===== src/rtl/irqc_pkg.sv =====
package irqc_pkg;

  typedef enum logic [2:0] {
    RS_IRR,
    RS_ISR,
    RS_POLL,
    RS_VEC,
    RS_MASK
  } rdSel_e;

  typedef struct packed {
    logic   ackGo;
    logic   pollGo;
    logic   eoiGo;
    logic   maskLd;
    logic   baseLd;
    logic   cascLd;
    logic   initClr;
    rdSel_e rdSel;
  } ctrlStrobe_t;

endpackage


===== src/rtl/irqc_ctrl.sv =====
module irqc_ctrl
  import irqc_pkg::*;
#(
  parameter int DW = 8
) (
  input  logic          clk,
  input  logic          rstN,
  input  logic          busAddr,
  input  logic          busWr,
  input  logic          busRd,
  input  logic [DW-1:0] busWData,
  input  logic          intAck,
  output ctrlStrobe_t   strobe
);

  localparam logic [DW-1:0] CMD_INIT    = DW'(8'h11);
  localparam logic [DW-1:0] CMD_POLL    = DW'(8'h0C);
  localparam logic [DW-1:0] CMD_SEL_ISR = DW'(8'h0B);
  localparam logic [DW-1:0] CMD_SEL_IRR = DW'(8'h0A);
  localparam logic [DW-1:0] CMD_EOI     = DW'(8'h20);

  typedef enum logic [1:0] {IS_IDLE, IS_BASE, IS_CASC, IS_MODE} initState_e;

  initState_e initState;
  logic       pollArmed;
  logic       selIsr;

  logic cmdWr, dataWr, cmdRd;
  assign cmdWr  = busWr && !busAddr;
  assign dataWr = busWr && busAddr;
  assign cmdRd  = busRd && !busAddr;

  always_ff @(posedge clk or negedge rstN) begin
    if (!rstN) begin
      initState <= IS_IDLE;
      pollArmed <= 1'b0;
      selIsr    <= 1'b0;
    end else begin
      if (cmdRd && pollArmed) pollArmed <= 1'b0;
      if (cmdWr) begin
        case (busWData)
          CMD_INIT: begin
            initState <= IS_BASE;
            pollArmed <= 1'b0;
            selIsr    <= 1'b0;
          end
          CMD_POLL:    pollArmed <= 1'b1;
          CMD_SEL_ISR: selIsr    <= 1'b1;
          CMD_SEL_IRR: selIsr    <= 1'b0;
          default: ;
        endcase
      end
      if (dataWr) begin
        case (initState)
          IS_BASE: initState <= IS_CASC;
          IS_CASC: initState <= IS_MODE;
          IS_MODE: initState <= IS_IDLE;
          default: initState <= IS_IDLE;
        endcase
      end
    end
  end

  always_comb begin
    strobe.initClr = cmdWr && (busWData == CMD_INIT);
    strobe.eoiGo   = cmdWr && (busWData == CMD_EOI);
    strobe.maskLd  = dataWr && (initState == IS_IDLE);
    strobe.baseLd  = dataWr && (initState == IS_BASE);
    strobe.cascLd  = dataWr && (initState == IS_CASC);
    strobe.pollGo  = cmdRd && pollArmed;
    strobe.ackGo   = intAck;
    if (intAck)          strobe.rdSel = RS_VEC;
    else if (busAddr)    strobe.rdSel = RS_MASK;
    else if (pollArmed)  strobe.rdSel = RS_POLL;
    else if (selIsr)     strobe.rdSel = RS_ISR;
    else                 strobe.rdSel = RS_IRR;
  end

  AST_POLL_ONE_SHOT: assert property (@(posedge clk) disable iff (!rstN)
    (cmdRd && pollArmed && !cmdWr) |=> !pollArmed);

  AST_INIT_ORDER: assert property (@(posedge clk) disable iff (!rstN)
    (initState == IS_BASE && dataWr && !cmdWr) |=> (initState == IS_CASC));

  AST_SELECT_HOLDS: assert property (@(posedge clk) disable iff (!rstN)
    (!cmdWr) |=> $stable(selIsr));

endmodule


===== src/rtl/irqc_datapath.sv =====
module irqc_datapath
  import irqc_pkg::*;
#(
  parameter int NUM_LINES = 8,
  parameter int DW        = 8
) (
  input  logic                 clk,
  input  logic                 rstN,
  input  ctrlStrobe_t          strobe,
  input  logic [DW-1:0]        wData,
  input  logic [NUM_LINES-1:0] irqReq,
  output logic [DW-1:0]        rData,
  output logic                 intOut,
  output logic [DW-1:0]        cascadeCfg
);

  localparam int LW = $clog2(NUM_LINES);
  localparam logic [LW-1:0] LAST_LINE = LW'(NUM_LINES - 1);

  logic [NUM_LINES-1:0] pending, inService, maskReg, reqPrev, rise;
  logic [DW-1:0]        vecBase, cascReg;

  genvar g;
  generate
    for (g = 0; g < NUM_LINES; g++) begin : gEdge
      assign rise[g] = irqReq[g] & ~reqPrev[g];
    end
  endgenerate

  logic [NUM_LINES-1:0] eligible;
  logic                 reqFound, isrFound;
  logic [LW-1:0]        reqLine, isrLine;

  assign eligible = pending & ~maskReg;

  always_comb begin
    reqFound = 1'b0;
    reqLine  = '0;
    for (int i = NUM_LINES - 1; i >= 0; i--) begin
      if (eligible[i]) begin
        reqFound = 1'b1;
        reqLine  = LW'(i);
      end
    end
  end

  always_comb begin
    isrFound = 1'b0;
    isrLine  = '0;
    for (int i = NUM_LINES - 1; i >= 0; i--) begin
      if (inService[i]) begin
        isrFound = 1'b1;
        isrLine  = LW'(i);
      end
    end
  end

  logic reqAbove, grantGo;
  logic [NUM_LINES-1:0] grantVec, eoiVec;

  assign reqAbove = reqFound && (!isrFound || (reqLine < isrLine));
  assign intOut   = reqAbove;
  assign grantGo  = (strobe.ackGo || strobe.pollGo) && reqAbove;
  assign grantVec = grantGo ? (NUM_LINES'(1) << reqLine) : '0;
  assign eoiVec   = (strobe.eoiGo && isrFound) ? (NUM_LINES'(1) << isrLine) : '0;

  always_ff @(posedge clk or negedge rstN) begin
    if (!rstN) begin
      pending   <= '0;
      inService <= '0;
      maskReg   <= '1;
      reqPrev   <= '0;
      vecBase   <= '0;
      cascReg   <= '0;
    end else begin
      reqPrev <= irqReq;
      if (strobe.initClr) begin
        pending   <= '0;
        inService <= '0;
      end else begin
        pending   <= (pending & ~grantVec) | rise;
        inService <= (inService & ~eoiVec) | grantVec;
      end
      if (strobe.maskLd) maskReg <= wData[NUM_LINES-1:0];
      if (strobe.baseLd) vecBase <= wData;
      if (strobe.cascLd) cascReg <= wData;
    end
  end

  assign cascadeCfg = cascReg;

  logic [DW-1:0] vecByte, pollByte;
  assign vecByte  = vecBase + DW'(reqAbove ? reqLine : LAST_LINE);
  assign pollByte = reqAbove ? {1'b1, {(DW-1-LW){1'b0}}, reqLine}
                             : {1'b0, {(DW-1-LW){1'b0}}, LAST_LINE};

  always_comb begin
    case (strobe.rdSel)
      RS_VEC:  rData = vecByte;
      RS_POLL: rData = pollByte;
      RS_MASK: rData = DW'(maskReg);
      RS_ISR:  rData = DW'(inService);
      default: rData = DW'(pending);
    endcase
  end

  AST_INT_NEEDS_UNMASKED: assert property (@(posedge clk) disable iff (!rstN)
    intOut |-> ((pending & ~maskReg) != '0));

  AST_GRANT_ADDS_ONE: assert property (@(posedge clk) disable iff (!rstN)
    (grantGo && !strobe.eoiGo && !strobe.initClr) |=>
      ($countones(inService) == $past($countones(inService)) + 1));

  AST_SPURIOUS_KEEPS_ISR: assert property (@(posedge clk) disable iff (!rstN)
    (strobe.ackGo && !reqAbove && !strobe.eoiGo && !strobe.initClr) |=>
      $stable(inService));

  AST_EOI_DROPS_ONE: assert property (@(posedge clk) disable iff (!rstN)
    (strobe.eoiGo && (inService != '0) && !grantGo && !strobe.initClr) |=>
      ($countones(inService) == $past($countones(inService)) - 1));

  AST_MASK_ONLY_BY_LOAD: assert property (@(posedge clk) disable iff (!rstN)
    (!strobe.maskLd) |=> $stable(maskReg));

endmodule


===== src/rtl/prio_irq_ctrl.sv =====
module prio_irq_ctrl
  import irqc_pkg::*;
#(
  parameter int NUM_LINES = 8,
  parameter int DW        = 8
) (
  input  logic                 clk,
  input  logic                 rstN,
  input  logic                 busAddr,
  input  logic                 busWr,
  input  logic                 busRd,
  input  logic [DW-1:0]        busWData,
  output logic [DW-1:0]        busRData,
  input  logic [NUM_LINES-1:0] irqReq,
  input  logic                 intAck,
  output logic                 intOut,
  output logic [DW-1:0]        cascadeCfg
);

  ctrlStrobe_t strobe;

  irqc_ctrl #(.DW(DW)) uCtrl (
    .clk      (clk),
    .rstN     (rstN),
    .busAddr  (busAddr),
    .busWr    (busWr),
    .busRd    (busRd),
    .busWData (busWData),
    .intAck   (intAck),
    .strobe   (strobe)
  );

  irqc_datapath #(.NUM_LINES(NUM_LINES), .DW(DW)) uDp (
    .clk        (clk),
    .rstN       (rstN),
    .strobe     (strobe),
    .wData      (busWData),
    .irqReq     (irqReq),
    .rData      (busRData),
    .intOut     (intOut),
    .cascadeCfg (cascadeCfg)
  );

endmodule


===== config.mk =====
export PLATFORM = sky130hd
export DESIGN_NAME = prio_irq_ctrl
export DESIGN_NICKNAME = d
export VERILOG_FILES = /design/src/rtl/irqc_pkg.sv /design/src/rtl/irqc_ctrl.sv /design/src/rtl/irqc_datapath.sv /design/src/rtl/prio_irq_ctrl.sv
export SDC_FILE = /design/constraint.sdc
export NUM_CORES = 1
export LEC_CHECK = 0
export BUFFER_PORTS_ARGS = -buffer_cell sky130_fd_sc_hd__buf_2
export CAP_MARGIN = 10
export CORE_ASPECT_RATIO = 0.9
export CORE_UTILIZATION = 30
export DETAILED_ROUTE_END_ITERATION = 10
export SLEW_MARGIN = 30
export SYNTH_ARGS = -nofsm -noshare
export SYNTH_HDL_FRONTEND = slang
export SYNTH_HIERARCHICAL = 1
export SYNTH_SLANG_ARGS = --single-unit

===== constraint.sdc =====
create_clock -name clk -period 5 [get_ports clk]
set_input_delay 0 -clock clk [delete_from_list [all_inputs] [get_ports clk]]
set_output_delay 0 -clock clk [all_outputs]
set_load 0.005 [all_outputs]

# ---- Yosys cells after proc, flatten, opt, wreduce, memory -nomap -nowiden
# Index checks and enable logic that the tools add are counted.
dict set report op_classes {
  add_sub_neg 1
  n_lt_le_gt_ge 1
  n_eq_ne 11
  n_shift 2
  mux 51
  bitwise_logic 24
  n_reduce_logical 23
}
# cell n
set ops {}
lappend ops {{3-bit 2-to-1 mux} 20}
lappend ops {{8-bit 2-to-1 mux} 5}
lappend ops {{8-bit one-hot mux with 4 select lines} 1}
lappend ops {{8-bit bitwise AND} 3}
lappend ops {{8-bit by 4-bit equality test with 1-bit output, second input constant} 3}
lappend ops {{8-bit NOT} 3}
lappend ops {{1-bit 2-to-1 mux} 19}
lappend ops {{8-bit bitwise OR} 2}
lappend ops {{1-bit by 3-bit << shifter with 8-bit output, first input constant} 2}
lappend ops {{1-bit logical AND} 12}
lappend ops {{8-bit adder} 1}
lappend ops {{1-bit bitwise AND} 8}
lappend ops {{8-bit by 5-bit equality test with 1-bit output, second input constant} 1}
lappend ops {{8-bit by 6-bit equality test with 1-bit output, second input constant} 1}
lappend ops {{1-bit NOT} 8}
lappend ops {{3-bit by 2-bit equality test with 1-bit output, second input constant} 2}
lappend ops {{2-bit 2-to-1 mux} 3}
lappend ops {{2-bit nonzero test} 3}
lappend ops {{1-bit one-hot mux with 2 select lines} 2}
lappend ops {{2-bit one-hot mux with 2 select lines} 1}
lappend ops {{2-bit AND reduction} 2}
lappend ops {{3-bit by 1-bit equality test with 1-bit output, second input constant} 1}
lappend ops {{3-bit equality test, second input constant} 1}
lappend ops {{3-bit less-than comparator} 1}
lappend ops {{other kinds (6)} 8}
dict set report word_totals {
  reg_bits 52
  output_inout_bits 17
  word_cells 122
}

# ---- Longest topological paths before layout
dict set report depth {
  ltp_word 19
  mapped_depth 16
  depth_no_buf 15
}

# ---- By module
# Netlist, hierarchy kept.
# module instances cells_each area_per_inst_um2 seq_area_each_um2
set by_module_without_submodules {}
lappend by_module_without_submodules {irqc_datapath 1 283 2940.3 1211.2}
lappend by_module_without_submodules {irqc_ctrl 1 45 392.9 100.1}

# ---- Worst setup path after synthesis
# OpenSTA, ideal clock, no wires.
dict set report synth_timing {
  path_kind {register to output}
  start {reg uDp.maskReg[0]}
  end {out busRData[4]}
  arrival_time_ps 3520
  setup_slack_ps 1480
  path_stages_with_launch 15
  n_path_buf 0
  path_cell_list {dfstp_2 nand2b_1 nand4_1 a21oi_1 ha_1 a21oi_1 a31oi_4 or3_1 ha_1 fa_1 a21o_1 nand2_1 xor2_1 o22ai_1 a22o_1}
}
dict set report synth_via {
  elab_chain_len 9
}
# item line_no
set synth_rtl {}
lappend synth_rtl {{start, declared} irqc_datapath.sv:20} ;# logic [NUM_LINES-1:0] pending, inService, maskReg, reqPrev, rise;
lappend synth_rtl {{start signal, assigned} irqc_datapath.sv:84} ;# if (strobe.maskLd) maskReg <= wData[NUM_LINES-1:0];
lappend synth_rtl {{8-bit NOT *} irqc_datapath.sv:34} ;# assign eligible = pending & ~maskReg;
lappend synth_rtl {{8-bit bitwise AND *} irqc_datapath.sv:34}
lappend synth_rtl {{3-bit 2-to-1 mux} irqc_datapath.sv:40} ;# if (eligible[i]) begin
lappend synth_rtl {{3-bit less-than comparator} irqc_datapath.sv:61} ;# assign reqAbove = reqFound && (!isrFound || (reqLine < isrLine));
lappend synth_rtl {{1-bit logical OR} irqc_datapath.sv:61}
lappend synth_rtl {{1-bit logical AND} irqc_datapath.sv:61}
lappend synth_rtl {{3-bit 2-to-1 mux *} irqc_datapath.sv:93} ;# assign vecByte = vecBase + DW'(reqAbove ? reqLine : LAST_LINE);
lappend synth_rtl {{8-bit adder *} irqc_datapath.sv:93}
lappend synth_rtl {{8-bit one-hot mux with 4 select lines *} irqc_datapath.sv:98} ;# case (strobe.rdSel)
lappend synth_rtl {{end, declared} prio_irq_ctrl.sv:13} ;# output logic [DW-1:0] busRData,
# Every way passes the cells marked *; elsewhere a longest branch is shown, timed or not.

# ---- Worst setup path after layout
dict set report layout_timing {
  start {reg uDp.maskReg[5]}
  end {out busRData[4]}
}
dict set report layout_via {
  elab_chain_len 14
}
# item line_no
set layout_rtl {}
lappend layout_rtl {{8-bit NOT *} irqc_datapath.sv:34}
lappend layout_rtl {{8-bit bitwise AND *} irqc_datapath.sv:34}
lappend layout_rtl {{3-bit 2-to-1 mux (6 in a row)} irqc_datapath.sv:40}
lappend layout_rtl {{3-bit less-than comparator} irqc_datapath.sv:61}
lappend layout_rtl {{1-bit logical OR} irqc_datapath.sv:61}
lappend layout_rtl {{1-bit logical AND} irqc_datapath.sv:61}
lappend layout_rtl {{3-bit 2-to-1 mux *} irqc_datapath.sv:93}
lappend layout_rtl {{8-bit adder *} irqc_datapath.sv:93}
lappend layout_rtl {{8-bit one-hot mux with 4 select lines *} irqc_datapath.sv:98}
# Marks and branches as above.

==> key figures <==
STA
  • Final setup fails: 0
  • Worst slew pin tran: 0.7448 ns
  • Final Max Tran Viols: 0
  • Total negative slack: 0 ns
  • RSZ-0062 raised after global routing: false
  • Tcrit/Tclk final: 0.8892
  • Final Hold Fails: 0
  • Fmax achieved: 0.2249 GHz
  • Worst Skew: 0.008831 ns
  • Final worst slack: 0.5542 ns
  • Final min period: 4.446 ns
  • Worst-case headroom to the max-slew limit: 0.4996

Die
  • Chip Height: about 100 um
  • Row count: 36
  • I/O Pins: 39
  • Die ar.: about 12000 um^2
  • Core area: 10810 um^2
  • Initial Util: 0.3083
  • Chip Width: 113.1 um

Detailed routing
  • DRT Pass-1 Iters: 5
  • Routed WL: 8680 um
  • Total number of vias: 2744
  • Drt drc: 0
  • Antenna Nets Post-Route: 0
  • Routed wire per std cell: between 15 and 20 um
  • Vias per cell: 5.434
  • Initial DRC Count: 163

Power and ir drop
  • P_leak: approximately 1.6 nW
  • Clock power share: 0.145
  • Sw Share: 0.4241
  • Power density over the cells: 587.7 nW/um^2
  • Total power: 2.276 mW
  • Sequential Power Share: 0.324
  • Internal: 1.311 mW
  • Comb power frac: 0.531
  • P_sw: 0.9651 mW
  • Peak supply drop: 0.0001957 V

Cells and area
  • Post-Layout Cell Count: roughly 510
  • Synthesis-to-finish area growth: 16.18%
  • # fillers: around 1100
  • Final-stage net count: 405
  • Layout cells sized above 1: 0.2984
  • Antenna fix cells: 0

Job
  • Max-cap violation count: 0

Min path
  • Worst Hold Class: primary input to flop

Global routing
  • Largest net degree at the start of global routing: 53
  • Met2 GRT Util: 0.2600
  • Met3 GRT Util: 0.02254
  • Met1 GRT Util: 0.2177
  • Initial antenna violation count: 0
  • Vias in the first global route: 2689
  • Total GRT Usage: 0.1574
  • Congestion Overflow GR: 0
  • First-pass GRT wire length: 14130 um
  • Busiest layer in global routing: met2

Critical path
  • Critical Path RT: approximately 5.0 ns
  • Worst-path fanout max: 12
  • Crit. End Element: output pin
  • WS Path Type: flop to output pin
  • Worst EP arrival: around 4.5 ns
  • Setup crit start kind: flop

Clock tree
  • CTS sink count: 52
  • Max Root-Sink Buffers: 2
  • CTS tree: yes
  • Worst-Skew Late Latency: just under 0.3 ns
  • PostCTS Resize Cnt: 0
  • Root Driver: clkbuf_16
  • Clk pin slew, worst setup/hold paths: 0.06 ns
  • Post-CTS Setup Inserts: 0
  • Clock buffer count from CTS: 5
  • Htree depth: 2
  • CTS Hold Buffers Added: 9

Logic synthesis
  • EDFF count, synth: 0
  • Sequential area share after synthesis: 0.3934
  • Top cells by area, synth: dfrtp_1 (33%), mux2_2 (8.4%), dfstp_2 (6.3%)
  • Syn Nets: 361
  • Synth cell types: 67
  • Yosys warning count: 6
  • Syn Inst Count: 328
  • FF+latch count, synth: 52
  • Post-synth ARST share: 1.000
  • Avg Inst Size Synth: 10.16 um^2
  • Main synth FF type: dfrtp_1
  • Yosys top cell area share: 0.3303
  • Area leader, netlist: dfrtp_1
  • Post-Syn Area: around 3300 um^2

Placed design
  • Inst Count DP: about 490
  • Post-place setup slack: between 0.6 and 0.7 ns
  • DP Wirelength: approximately 6600 um
  • PortBufs: 38
  • Gpl congestion: roughly 0.90

Outcome
  • Status: completed
==> layout make-up <==
class | count | area [um^2] | area share
inverter | 19 | 71.32 | 0.01842
sequential | 52 | 1311 | 0.3386
multi-input combinational | 243 | 1879 | 0.4853
clock inverter | 1 | 5.005 | 0.001292
clock buffer | 6 | 128.9 | 0.03328
tap | 133 | 166.4 | 0.04297
timing repair buffer | 51 | 310.3 | 0.08013
==> logic make-up after synthesis <==
| logic type | after synthesis | share of synthesized area |
|---|---|---|
| AND/OR/NAND/NOR | 108 | 0.1918 |
| multiplexers | 28 | 0.09347 |
| XOR/XNOR | 7 | 0.01839 |
| buffers and inverters | 33 | 0.04467 |
| adder cells (fa/ha/maj) | 11 | 0.04354 |
| AO/OA/AOI/OAI | 89 | 0.2147 |
| flip-flops | 52 | 0.3934 |
==> cell usage in the layout, fill, tap and decap left out, drive strengths merged, types with 7 or more instances in the layout <==
master        n
and3         10
nand2        18
dfrtp        44
inv          19
nor2         16
dfstp         8
buf          42
ha           10
mux2         25
nor2b         8
dlygate4sd3   9
o21ai        10
o22ai         7
nor3          7
a21oi        21
nand2b       11
==> synth_stat cells, drive strengths merged, types with 8 or more instances <==
| master | instances |
|---|---|
| dfrtp | 44 |
| mux2 | 25 |
| a21oi | 21 |
| inv | 19 |
| nand2 | 18 |
| nor2 | 16 |
| nand2b | 11 |
| and3 | 10 |
| ha | 10 |
| o21ai | 10 |
| clkbuf | 9 |
| dfstp | 8 |
| nor2b | 8 |
==> path summary, 6_finish.rpt <==
| path | startpoint | end | slack, ns | cells after the start |
|---|---|---|---|---|
| worst max-delay path | uDp/maskReg[5] | busRData[4] | 0.55 | 16 |
| worst min-delay path | busRd | uCtrl/pollArmed | 0.02 | 2 |
| min in group asynchronous | rstN | uDp/cascadeCfg[1] | 0.36 | 3 |
| worst min register to register | uDp/cascadeCfg[0] | uDp/cascadeCfg[0] | 0.50 | 1 |
| worst max register to register | uDp/maskReg[5] | uDp/pending[1] | 2.19 | 9 |
| max in group asynchronous | rstN | uDp/inService[6] | 4.19 | 3 |
==> critical path, stage by stage, from the launching register on <==
cell	delay (ns)
dfstp_2	0.55
nand2b_1	0.14
o211ai_1	0.12
a31oi_2	0.56
ha_1	0.33
o21a_1	0.22
o22ai_4	0.19
a31oi_4	0.12
or3_1	0.43
ha_1	0.21
fa_1	0.41
a21o_1	0.23
nand2_1	0.08
xor2_1	0.14
o22ai_1	0.09
a22o_1	0.23
buf_2	0.12
==> power by group through the flow <==
stage | logic [mW] | clock network [mW] | registers (mW)
2_1_floorplan | 0.907 | 0 | 0.694
3_3_place_gp | 1.18 | 0 | 0.731
3_5_place_dp | 1.18 | 0 | 0.743
4_1_cts | 1.19 | 0.337 | 0.736
5_1_grt | 1.33 | 0.354 | 0.759
6_report | 1.21 | 0.331 | 0.737
==> through the flow <==
stage / hold slack (ns) / area (um^2) / util
finish: 0.01750 / 3872 / 0.3582
global route: 0.02300 / 3872 / 0.3582
CTS: 0.01769 / 3866 / 0.3576
detailed placement: 0.1259 / 3642 / 0.3369
global placement: 0.1273 / 3642 / 0.3369
floorplan: -0.2956 / 3333 / -
==> registers in the layout (all words and copies together) (netlist names) <==
register and flops:
uCtrl/pollArmed 1, uDp/cascadeCfg 8, uDp/pending 8, uDp/reqPrev 8
uCtrl/initState 2, uDp/vecBase 8, uDp/inService 8, uCtrl/selIsr 1
uDp/maskReg 8
==> metal layers <==
layer | vias up | share of wire
met3 | 8 | 0.045
met1 | 1346 | 0.48
met2 | 79 | 0.46
met4 | 0 | 0.014
li1 | 1311 | -
met5 | - | 0
No activity file was read; power rests on OpenSTA's default activity.
